File: src/rtl/paged_map_pkg.sv
package paged_map_pkg;

  // configuration register codes seen on the write port
  typedef enum logic [2:0] {
    CFG_PLACE    = 3'd0,
    CFG_PAGE     = 3'd1,
    CFG_WSTART   = 3'd2,
    CFG_WEND     = 3'd3,
    CFG_SHIFT    = 3'd4,
    CFG_VBASE_LO = 3'd5,
    CFG_VBASE_HI = 3'd6,
    CFG_SPARE    = 3'd7
  } cfg_code_e;

  // region indices, highest priority first
  localparam int RGN_IO    = 0;
  localparam int RGN_EE    = 1;
  localparam int RGN_IRAM  = 2;
  localparam int RGN_EXT   = 3;
  localparam int NUM_RGN   = 4;
  localparam int NUM_CLAIM = 3;

endpackage

File: src/rtl/map_cfg_regs.sv
module map_cfg_regs
  import paged_map_pkg::*;
#(
  parameter int CPU_AW  = 16,
  parameter int PHYS_AW = 24,
  parameter int PAGE_W  = 8,
  parameter int SHIFT_W = 5,
  parameter int PLACE_W = 8
) (
  input  logic               clk,
  input  logic               rst_n,
  input  logic               wr_en,
  input  logic [2:0]         wr_addr,
  input  logic [CPU_AW-1:0]  wr_data,
  output logic [PLACE_W-1:0] place_q,
  output logic [PAGE_W-1:0]  page_q,
  output logic [CPU_AW-1:0]  wstart_q,
  output logic [CPU_AW-1:0]  wend_q,
  output logic [SHIFT_W-1:0] shift_q,
  output logic [PHYS_AW-1:0] vbase_q
);

  localparam int VB_HI_W = PHYS_AW - CPU_AW;

  cfg_code_e          wr_code;
  logic               en_place, en_page, en_wstart, en_wend;
  logic               en_shift, en_vb_lo, en_vb_hi;
  logic [PLACE_W-1:0] place_d;
  logic [PAGE_W-1:0]  page_d;
  logic [SHIFT_W-1:0] shift_d;
  logic [PHYS_AW-1:0] vbase_d;

  // next-state: decode the code into one enable per register
  always_comb begin
    wr_code   = cfg_code_e'(wr_addr);
    en_place  = wr_en && (wr_code == CFG_PLACE);
    en_page   = wr_en && (wr_code == CFG_PAGE);
    en_wstart = wr_en && (wr_code == CFG_WSTART);
    en_wend   = wr_en && (wr_code == CFG_WEND);
    en_shift  = wr_en && (wr_code == CFG_SHIFT);
    en_vb_lo  = wr_en && (wr_code == CFG_VBASE_LO);
    en_vb_hi  = wr_en && (wr_code == CFG_VBASE_HI);
    place_d   = wr_data[PLACE_W-1:0];
    page_d    = wr_data[PAGE_W-1:0];
    shift_d   = wr_data[SHIFT_W-1:0];
    vbase_d   = vbase_q;
    if (en_vb_lo) vbase_d[CPU_AW-1:0]       = wr_data;
    if (en_vb_hi) vbase_d[PHYS_AW-1:CPU_AW] = wr_data[VB_HI_W-1:0];
  end

  // registers, each with an explicit clock enable
  always_ff @(posedge clk or negedge rst_n) begin
    if (!rst_n) begin
      place_q <= '0;
    end else if (en_place) begin
      place_q <= place_d;
    end
  end

  always_ff @(posedge clk or negedge rst_n) begin
    if (!rst_n) begin
      page_q <= '0;
    end else if (en_page) begin
      page_q <= page_d;
    end
  end

  always_ff @(posedge clk or negedge rst_n) begin
    if (!rst_n) begin
      wstart_q <= '0;
    end else if (en_wstart) begin
      wstart_q <= wr_data;
    end
  end

  always_ff @(posedge clk or negedge rst_n) begin
    if (!rst_n) begin
      wend_q <= '0;
    end else if (en_wend) begin
      wend_q <= wr_data;
    end
  end

  always_ff @(posedge clk or negedge rst_n) begin
    if (!rst_n) begin
      shift_q <= '0;
    end else if (en_shift) begin
      shift_q <= shift_d;
    end
  end

  always_ff @(posedge clk or negedge rst_n) begin
    if (!rst_n) begin
      vbase_q <= '0;
    end else if (en_vb_lo || en_vb_hi) begin
      vbase_q <= vbase_d;
    end
  end

endmodule

File: src/rtl/bank_xlate.sv
module bank_xlate #(
  parameter int CPU_AW  = 16,
  parameter int PHYS_AW = 24,
  parameter int PAGE_W  = 8,
  parameter int SHIFT_W = 5
) (
  input  logic [CPU_AW-1:0]  cpu_addr,
  input  logic [CPU_AW-1:0]  wstart,
  input  logic [CPU_AW-1:0]  wend,
  input  logic [PAGE_W-1:0]  page,
  input  logic [SHIFT_W-1:0] shift,
  input  logic [PHYS_AW-1:0] vbase,
  output logic [PHYS_AW-1:0] phys_addr
);

  localparam int EXT_W  = PHYS_AW - CPU_AW;
  localparam int PEXT_W = PHYS_AW - PAGE_W;

  logic               in_win;
  logic [CPU_AW-1:0]  offset;
  logic [PHYS_AW-1:0] page_term;
  logic [PHYS_AW-1:0] mapped;

  always_comb begin
    in_win    = (cpu_addr >= wstart) && (cpu_addr < wend);
    offset    = cpu_addr - wstart;
    page_term = {{PEXT_W{1'b0}}, page} << shift;
    mapped    = {{EXT_W{1'b0}}, offset} + page_term + vbase;
    phys_addr = in_win ? mapped : {{EXT_W{1'b0}}, cpu_addr};
  end

endmodule

File: src/rtl/region_sel_dec.sv
module region_sel_dec
  import paged_map_pkg::*;
#(
  parameter int CPU_AW   = 16,
  parameter int PLACE_W  = 8,
  parameter int IO_SPAN  = 64,
  parameter int EE_BASE  = 'hB000,
  parameter int EE_SPAN  = 'h800,
  parameter int RAM_SPAN = 256
) (
  input  logic [CPU_AW-1:0]  cpu_addr,
  input  logic [PLACE_W-1:0] place,
  output logic [NUM_RGN-1:0] region_sel
);

  localparam int NIB_W = PLACE_W / 2;
  localparam int LOW_W = CPU_AW - NIB_W;
  localparam logic [CPU_AW:0] IO_SPAN_W  = (CPU_AW+1)'(IO_SPAN);
  localparam logic [CPU_AW:0] EE_BASE_W  = (CPU_AW+1)'(EE_BASE);
  localparam logic [CPU_AW:0] EE_SPAN_W  = (CPU_AW+1)'(EE_SPAN);
  localparam logic [CPU_AW:0] RAM_SPAN_W = (CPU_AW+1)'(RAM_SPAN);

  logic [CPU_AW:0]    rgn_lo   [NUM_CLAIM];
  logic [CPU_AW:0]    rgn_span [NUM_CLAIM];
  logic [NUM_CLAIM-1:0] hit;
  logic [CPU_AW:0]    addr_x;

  always_comb begin
    addr_x             = {1'b0, cpu_addr};
    rgn_lo[RGN_IO]     = {1'b0, place[NIB_W-1:0], {LOW_W{1'b0}}};
    rgn_span[RGN_IO]   = IO_SPAN_W;
    rgn_lo[RGN_EE]     = EE_BASE_W;
    rgn_span[RGN_EE]   = EE_SPAN_W;
    rgn_lo[RGN_IRAM]   = {1'b0, place[PLACE_W-1:NIB_W], {LOW_W{1'b0}}};
    rgn_span[RGN_IRAM] = RAM_SPAN_W;
  end

  // one range comparator per claimable region
  for (genvar g = 0; g < NUM_CLAIM; g++) begin : g_cmp
    assign hit[g] = (addr_x >= rgn_lo[g]) && (addr_x < (rgn_lo[g] + rgn_span[g]));
  end

  // fixed priority: lowest index wins, external RAM takes the rest
  always_comb begin
    logic claimed;
    claimed    = 1'b0;
    region_sel = '0;
    for (int i = 0; i < NUM_CLAIM; i++) begin
      if (hit[i] && !claimed) begin
        region_sel[i] = 1'b1;
        claimed       = 1'b1;
      end
    end
    region_sel[RGN_EXT] = !claimed;
  end

endmodule

File: src/rtl/paged_map_top.sv
module paged_map_top
  import paged_map_pkg::*;
#(
  parameter int CPU_AW   = 16,
  parameter int PHYS_AW  = 24,
  parameter int PAGE_W   = 8,
  parameter int SHIFT_W  = 5,
  parameter int PLACE_W  = 8,
  parameter bit WIDE_IO  = 1'b0,
  parameter int EE_BASE  = 'hB000,
  parameter int EE_SPAN  = 'h800,
  parameter int RAM_SPAN = 256
) (
  input  logic               clk,
  input  logic               rst_n,
  input  logic               wr_en,
  input  logic [2:0]         wr_addr,
  input  logic [CPU_AW-1:0]  wr_data,
  input  logic [CPU_AW-1:0]  cpu_addr,
  output logic [PHYS_AW-1:0] phys_addr,
  output logic [NUM_RGN-1:0] region_sel
);

  localparam int IO_SPAN = WIDE_IO ? 1024 : 64;

  logic [1:0]         rst_pipe;
  logic               rst_sync_n;
  logic [PLACE_W-1:0] place_q;
  logic [PAGE_W-1:0]  page_q;
  logic [CPU_AW-1:0]  wstart_q;
  logic [CPU_AW-1:0]  wend_q;
  logic [SHIFT_W-1:0] shift_q;
  logic [PHYS_AW-1:0] vbase_q;

  // asynchronous assertion, synchronous release
  always_ff @(posedge clk or negedge rst_n) begin
    if (!rst_n) begin
      rst_pipe <= '0;
    end else begin
      rst_pipe <= {rst_pipe[0], 1'b1};
    end
  end
  assign rst_sync_n = rst_pipe[1];

  map_cfg_regs #(
    .CPU_AW (CPU_AW),
    .PHYS_AW(PHYS_AW),
    .PAGE_W (PAGE_W),
    .SHIFT_W(SHIFT_W),
    .PLACE_W(PLACE_W)
  ) u_regs (
    .clk     (clk),
    .rst_n   (rst_sync_n),
    .wr_en   (wr_en),
    .wr_addr (wr_addr),
    .wr_data (wr_data),
    .place_q (place_q),
    .page_q  (page_q),
    .wstart_q(wstart_q),
    .wend_q  (wend_q),
    .shift_q (shift_q),
    .vbase_q (vbase_q)
  );

  bank_xlate #(
    .CPU_AW (CPU_AW),
    .PHYS_AW(PHYS_AW),
    .PAGE_W (PAGE_W),
    .SHIFT_W(SHIFT_W)
  ) u_xlate (
    .cpu_addr (cpu_addr),
    .wstart   (wstart_q),
    .wend     (wend_q),
    .page     (page_q),
    .shift    (shift_q),
    .vbase    (vbase_q),
    .phys_addr(phys_addr)
  );

  region_sel_dec #(
    .CPU_AW  (CPU_AW),
    .PLACE_W (PLACE_W),
    .IO_SPAN (IO_SPAN),
    .EE_BASE (EE_BASE),
    .EE_SPAN (EE_SPAN),
    .RAM_SPAN(RAM_SPAN)
  ) u_dec (
    .cpu_addr  (cpu_addr),
    .place     (place_q),
    .region_sel(region_sel)
  );

endmodule

File: config.mk
export PLATFORM = sky130hd
export DESIGN_NAME = paged_map_top
export DESIGN_NICKNAME = d
export VERILOG_FILES = /design/src/rtl/paged_map_pkg.sv /design/src/rtl/map_cfg_regs.sv /design/src/rtl/bank_xlate.sv /design/src/rtl/region_sel_dec.sv /design/src/rtl/paged_map_top.sv
export SDC_FILE = /design/constraint.sdc
export NUM_CORES = 1
export LEC_CHECK = 0
export BUFFER_PORTS_ARGS = -buffer_cell sky130_fd_sc_hd__buf_2
export CORE_ASPECT_RATIO = 1.5
export CORE_UTILIZATION = 55
export DETAILED_ROUTE_END_ITERATION = 8
export PLACE_DENSITY = 0.82
export SYNTH_ARGS = -nofsm -noshare
export SYNTH_HDL_FRONTEND = slang
export SYNTH_SLANG_ARGS = --single-unit
File: constraint.sdc
create_clock -name clk -period 7.8 [get_ports clk]
set_input_delay 1.95 -clock clk [delete_from_list [all_inputs] [get_ports clk]]
set_output_delay 1.95 -clock clk [all_outputs]
set_load 0.005 [all_outputs]
; ---- Word level (Yosys, flattened, before mapping)
; Cells that the tools add are included.
[word_totals]
reg_bits = 79
latch_bits = 0
ram_bits = 0
romBits = 0
inputBits = 38
output_inout_bits = 28
word_cells = 54
memories = 0
[op_classes]
n_addsub = 5
multipliers = 0
div = 0
n_lt_le_gt_ge = 8
eq_ne = 6
n_shift = 1
mux = 6
bitwise = 0
reduce_logical = 20
[op_table]
columns = op, n
row1 = greater-or-equal comparator 16 bit, 3
row2 = less-than comparator 16 x 17 -> 1 bit, 2
row3 = adder 16 x 24 -> 24 bit, 1
row4 = adder 24 bit, 1
row5 = 2-to-1 mux 24 bit, 1
row6 = left shift 8 x 5 -> 24 bit, 1
row7 = adder 16 x 7 -> 17 bit (second input constant), 1
row8 = adder 16 x 9 -> 17 bit (second input constant), 1
row9 = greater-or-equal comparator 16 bit (second input constant), 1
row10 = less-than comparator 16 bit, 1
row11 = less-than comparator 16 bit (second input constant), 1
row12 = subtractor 16 bit, 1
row13 = logical AND 1 bit, 13
row14 = equality test 3 bit (second input constant), 3
row15 = equality test 3 x 2 -> 1 bit (second input constant), 2
row16 = 2-to-1 mux 1 bit, 5
row17 = AND reduction 2 bit, 2
row18 = equality test 3 x 1 -> 1 bit (second input constant), 1
row19 = logical NOT 1 bit, 3
row20 = logical NOT 3 bit, 1
row21 = logical OR 1 bit, 1

; ---- Longest topological paths before layout
[depth]
depth_word = 11
ltp_mapped = 19

; ---- Hierarchy
; From an unflattened synthesis, not the netlist that was laid out.
[hier_totals]
hier_cells = 743
area_unflattened_um2 = 7031.7
[modules_own_cells]
columns = module, instances, cells_per_inst, area_each_um2, seq_area_each_um2
row1 = bank_xlate, 1, 529, 3676.0, 0.0
row2 = map_cfg_regs, 1, 170, 3002.9, 1926.8
row3 = region_sel_dec, 1, 41, 299.0, 0.0
row4 = paged_map_top, 1, 3, 53.8, 50.0

; ---- Worst setup path after synthesis
; No wires, ideal clock.
[synth_path]
path_type = input -> output
startpoint = input cpu_addr[0]
endpoint = output phys_addr[23]
arrival_time_ns = 5.556
t_required_ns = 5.850
slack_ns = 0.294
cell_stages = 17
n_path_buf = 0
path_cell_list = inv_1 > ha_1 > fa_1 > nand2b_1 > a21o_1 > a21o_1 > o21ai_0 > xnor2_1 > fa_1 > inv_1 > ha_1 > a211oi_1 > o211ai_1 > a221oi_1 > a31oi_1 > a221oi_1 > mux2i_1
[synth_between]
elab_chain_cells = 4
[synth_lines]
columns = element, line
row1 = from (decl), paged_map_top.sv:19  ; input logic [CPU_AW-1:0] cpu_addr,
row2 = subtractor 16 bit, bank_xlate.sv:26  ; offset = cpu_addr - wstart;
row3 = adder 16 x 24 -> 24 bit, bank_xlate.sv:28  ; mapped = {{EXT_W{1'b0}}, offset} + page_term + vbase;
row4 = adder 24 bit, bank_xlate.sv:28
row5 = 2-to-1 mux 24 bit *, bank_xlate.sv:29  ; phys_addr = in_win ? mapped : {{EXT_W{1'b0}}, cpu_addr};
row6 = to (decl), paged_map_top.sv:20  ; output logic [PHYS_AW-1:0] phys_addr,
; Every way passes the cells marked *; elsewhere a longest branch is shown, timed or not.

; ---- Worst setup path in the final report
[layout_path]
startpoint = input cpu_addr[0]
endpoint = output phys_addr[13]
; The elaborated chain is that of the path after synthesis.

==> out/results.ini <==
[sta]
min_period_ns = 7.70
setup_viol = 0
hold_viol = 0
fmax_ghz = 0.130
timing.final.ws_setup_ns = 0.0974
clock_skew_ns = 0.00894
final_max_slew_viol_count = 0
period_share_pct = 98.8
max_slew_margin_pct = 30.7
rsz0062_at_grt = true
worst_pin_slew_ns = 1.03

[clocking]
cts_made_buffers = 9
clock_sinks = 79
cts_tree = yes
clkSlewWorstSetupHoldPaths_ns = 0.07
cts_max_level = 3
clock_path_buffers = 2
worstSkewPairLatency_ns = 0.34
cts-root-buf = clkbuf_16

[drt]
vias = 6347
routed_wl_mm = 20.1
drt_iter0_markers = 279
drcViolationCount = 0
first_pass_iters = 5
ant_nets = 0
viasPerCell = 6.02
wl_per_cell_um = 19.1

[critical_path]
criticalPathCategory = in2out
path_max_fanout = 5
required_ns = 5.85
cp-start-kind = primary input
max_stage_delay_ns = 0.48
r2r-start = rst_pipe[1]$_DFF_PN0_
crit_start = cpu_addr[0]
crit_end = phys_addr[13]
r2r_cells = 0
worstPathCellList = buf_2 -> inv_1 -> ha_2 -> fa_2 -> nand2b_4 -> a21o_1 -> a21oi_2 -> buf_4 -> a21o_1 -> a21oi_1 -> xnor2_1 -> fa_1 -> inv_1 -> ha_4 -> nand4_1 -> nor3_2 -> a21oi_2 -> buf_4 -> nand2_1 -> xor2_2 -> mux2_4 -> buf_2
worstPathArrival_ns = 5.75
crit_slowest_cell = fa_1
critPathCaptureType = output pin
worst-r2r-setup-slack_ns = 6.62
rr_endpoint = u_regs.vbase_q[10]$_DFFE_PN0P_

[power]
p_leak_nw = 4.12
vdd_ir_drop_max_mv = 0.164
power.total_mw = 3.27
power_density_nw_per_um2 = 383

[logic_synthesis]
yosysWarnings = 0
synth.most_common_cell = inv_1
yosys_register_bits = 79
synth_top_cells_by_count = 108 x inv_1, 79 x dfrtp_1, 71 x ha_1
synthSimpleGateAreaFrac_pct = 12.5
synth-compound-area-share_pct = 17.0
synth_top_family_by_area = adder cells
synth-main-ff-cell = dfrtp_1
synth_edf_count = 0
synth_top_cell_by_area = dfrtp_1
postSynthAreaPerCell_um2 = 9.13
synth_adder_area_share_pct = 17.4
synth_cell_types = 65
ys_top_cells_by_area = dfrtp_1 28%, ha_1 12%, mux2_2 10%
synth-xor-area-share_pct = 3.17
synth.mux.area_fraction_pct = 15.1
async_reset_ff_share_pct = 100
synth_top_area_share_pct = 27.5
syn_nets = 914
syn_area_um2 = 7180
synth_cells = 787
yosysSeqAreaShare_pct = 27.5

[floorplanning]
rows = 50
dieArea_um2 = 13500
pin_count = 66
die_w_um = 95.3
die_h_um = 142
start_util_pct = 56.8
core_um2 = 12600

[worst_hold_path]
hold_path.class = reg2reg
hold_start = rst_pipe[0]$_DFF_PN0_

[grt]
grt_max_degree = 78
grt_pass1_vias = 6445
grt-ovfl-total = 0
antenna_found_initial = 0
grt_usage_pct = 30.8
grt_pass1_wl_mm = 31.6

[finish]
final_area_um2 = 8540
area_growth_syn_to_layout_pct = 18.9
n_antenna_cell = 0
fillers = 1002
final_core_util_pct = 67.6
nets = 1020
drive_gt1_share_pct = 30.0

[placement]
numPortBuffers = 65
dp_hpwl_mm = 15.4
place_area_um2 = 8010
pre_cts_ws_ns = -0.126
place.gp.congestion = 0.989

[run_status]
status = complete, no violations

[flow_run]
maxCapViolations = 0

[logic make-up (layout without fill, tap and decap cells)]
| kind of cell | count (synthesis) | after routing |
|---|---|---|
| compound gates | 186 | 186 |
| xor+xnor | 26 | 26 |
| fa+ha+maj | 89 | 89 |
| buf+inv | 136 | 247 |
| flops | 79 | 79 |
| mux | 93 | 93 |
| other cells | 1 | 1 |
| simple gates | 177 | 177 |
[where the power goes]
part	switching (mW)	internal (mW)
combinational	1.23	1.05
clock	0.184	0.229
sequential	0.0822	0.496
[layout make-up]
| cell class | instances | area (um^2) | area share, % |
|---|---|---|---|
| repair buffers | 123 | 761 | 8.91 |
| inverters | 108 | 405 | 4.75 |
| clock buffers | 10 | 239 | 2.80 |
| flip-flops and latches | 79 | 1980 | 23.2 |
| clock inverters | 6 | 50.0 | 0.586 |
| multi-input cells | 572 | 4910 | 57.5 |
| well taps | 156 | 195 | 2.29 |
[layer usage]
layer | global-route usage [%] | vias to the layer above | routed length (um)
met5 | 0 | - | 0
met4 | 17.8 | 0 | 1310
met3 | 5.45 | 97 | 885
met2 | 54.3 | 226 | 10400
met1 | 34.0 | 3045 | 7540
li1 | - | 2979 | -
[sequential cells by signal, indices dropped and copies added, names as in the netlist]
signal and flops:
u_regs.place_q 8, u_regs.shift_q 5, u_regs.wend_q 16, u_regs.vbase_q 24
u_regs.wstart_q 16, u_regs.page_q 8, rst_pipe 2
[worst max-delay path, delay by kind of cell]
family	cells	cell delay, ns
adder cells (fa/ha/maj)	4	1.31
XOR/XNOR	2	0.35
AO/OA/AOI/OAI	5	0.60
AND/OR/NAND/NOR	4	0.74
buffers and inverters	6	0.60
multiplexers	1	0.20
[placed cells by master (no fill, tap or decap), types with 9 or more instances in the layout]
cell type and count:
a21oi_2 9, buf_4 58, a211oi_2 10, nand2_1 61, a21oi_1 21, xor2_1 11
buf_2 65, xnor2_1 13, o211ai_1 16, inv_1 108, a21o_1 15, nand2b_1 17
mux2_2 64, mux2i_1 18, mux2_4 9, clkbuf_16 9, ha_1 65, nor2_1 34
dfrtp_1 78, fa_1 17, o21ai_0 50
[timing repair]
action / CTS / global route
gates cloned: 0 / 0
setup buffers: 0 / 2
pin swaps: 5 / 19
setup endpoints to repair: 11 / 15
hold buffers: 0 / 0
gates resized for setup: 10 / 46
[metrics by stage]
stage	setup TNS [ns]	hold WS, ns	std cells
final	0	0.350	1054
after floorplan	0	0.331	787
after CTS	0	0.351	1052
after global placement	-0.115	0.339	1036
after detailed placement	-0.380	0.336	1036
after global routing	-0.451	0.356	1054
[worst min path at each step]
stage | cells after the start | to | slack (ns)
6_report | 0 | rst_pipe[1]$_DFF_PN0_ | 0.35
5_1_grt | 0 | rst_pipe[1]$_DFF_PN0_ | 0.36
2_1_floorplan | 0 | rst_pipe[1]$_DFF_PN0_ | 0.33
4_1_cts | 0 | rst_pipe[1]$_DFF_PN0_ | 0.35
3_5_place_dp | 0 | rst_pipe[1]$_DFF_PN0_ | 0.34
3_3_place_gp | 0 | rst_pipe[1]$_DFF_PN0_ | 0.34
No activity file was read; power rests on OpenSTA's default activity.
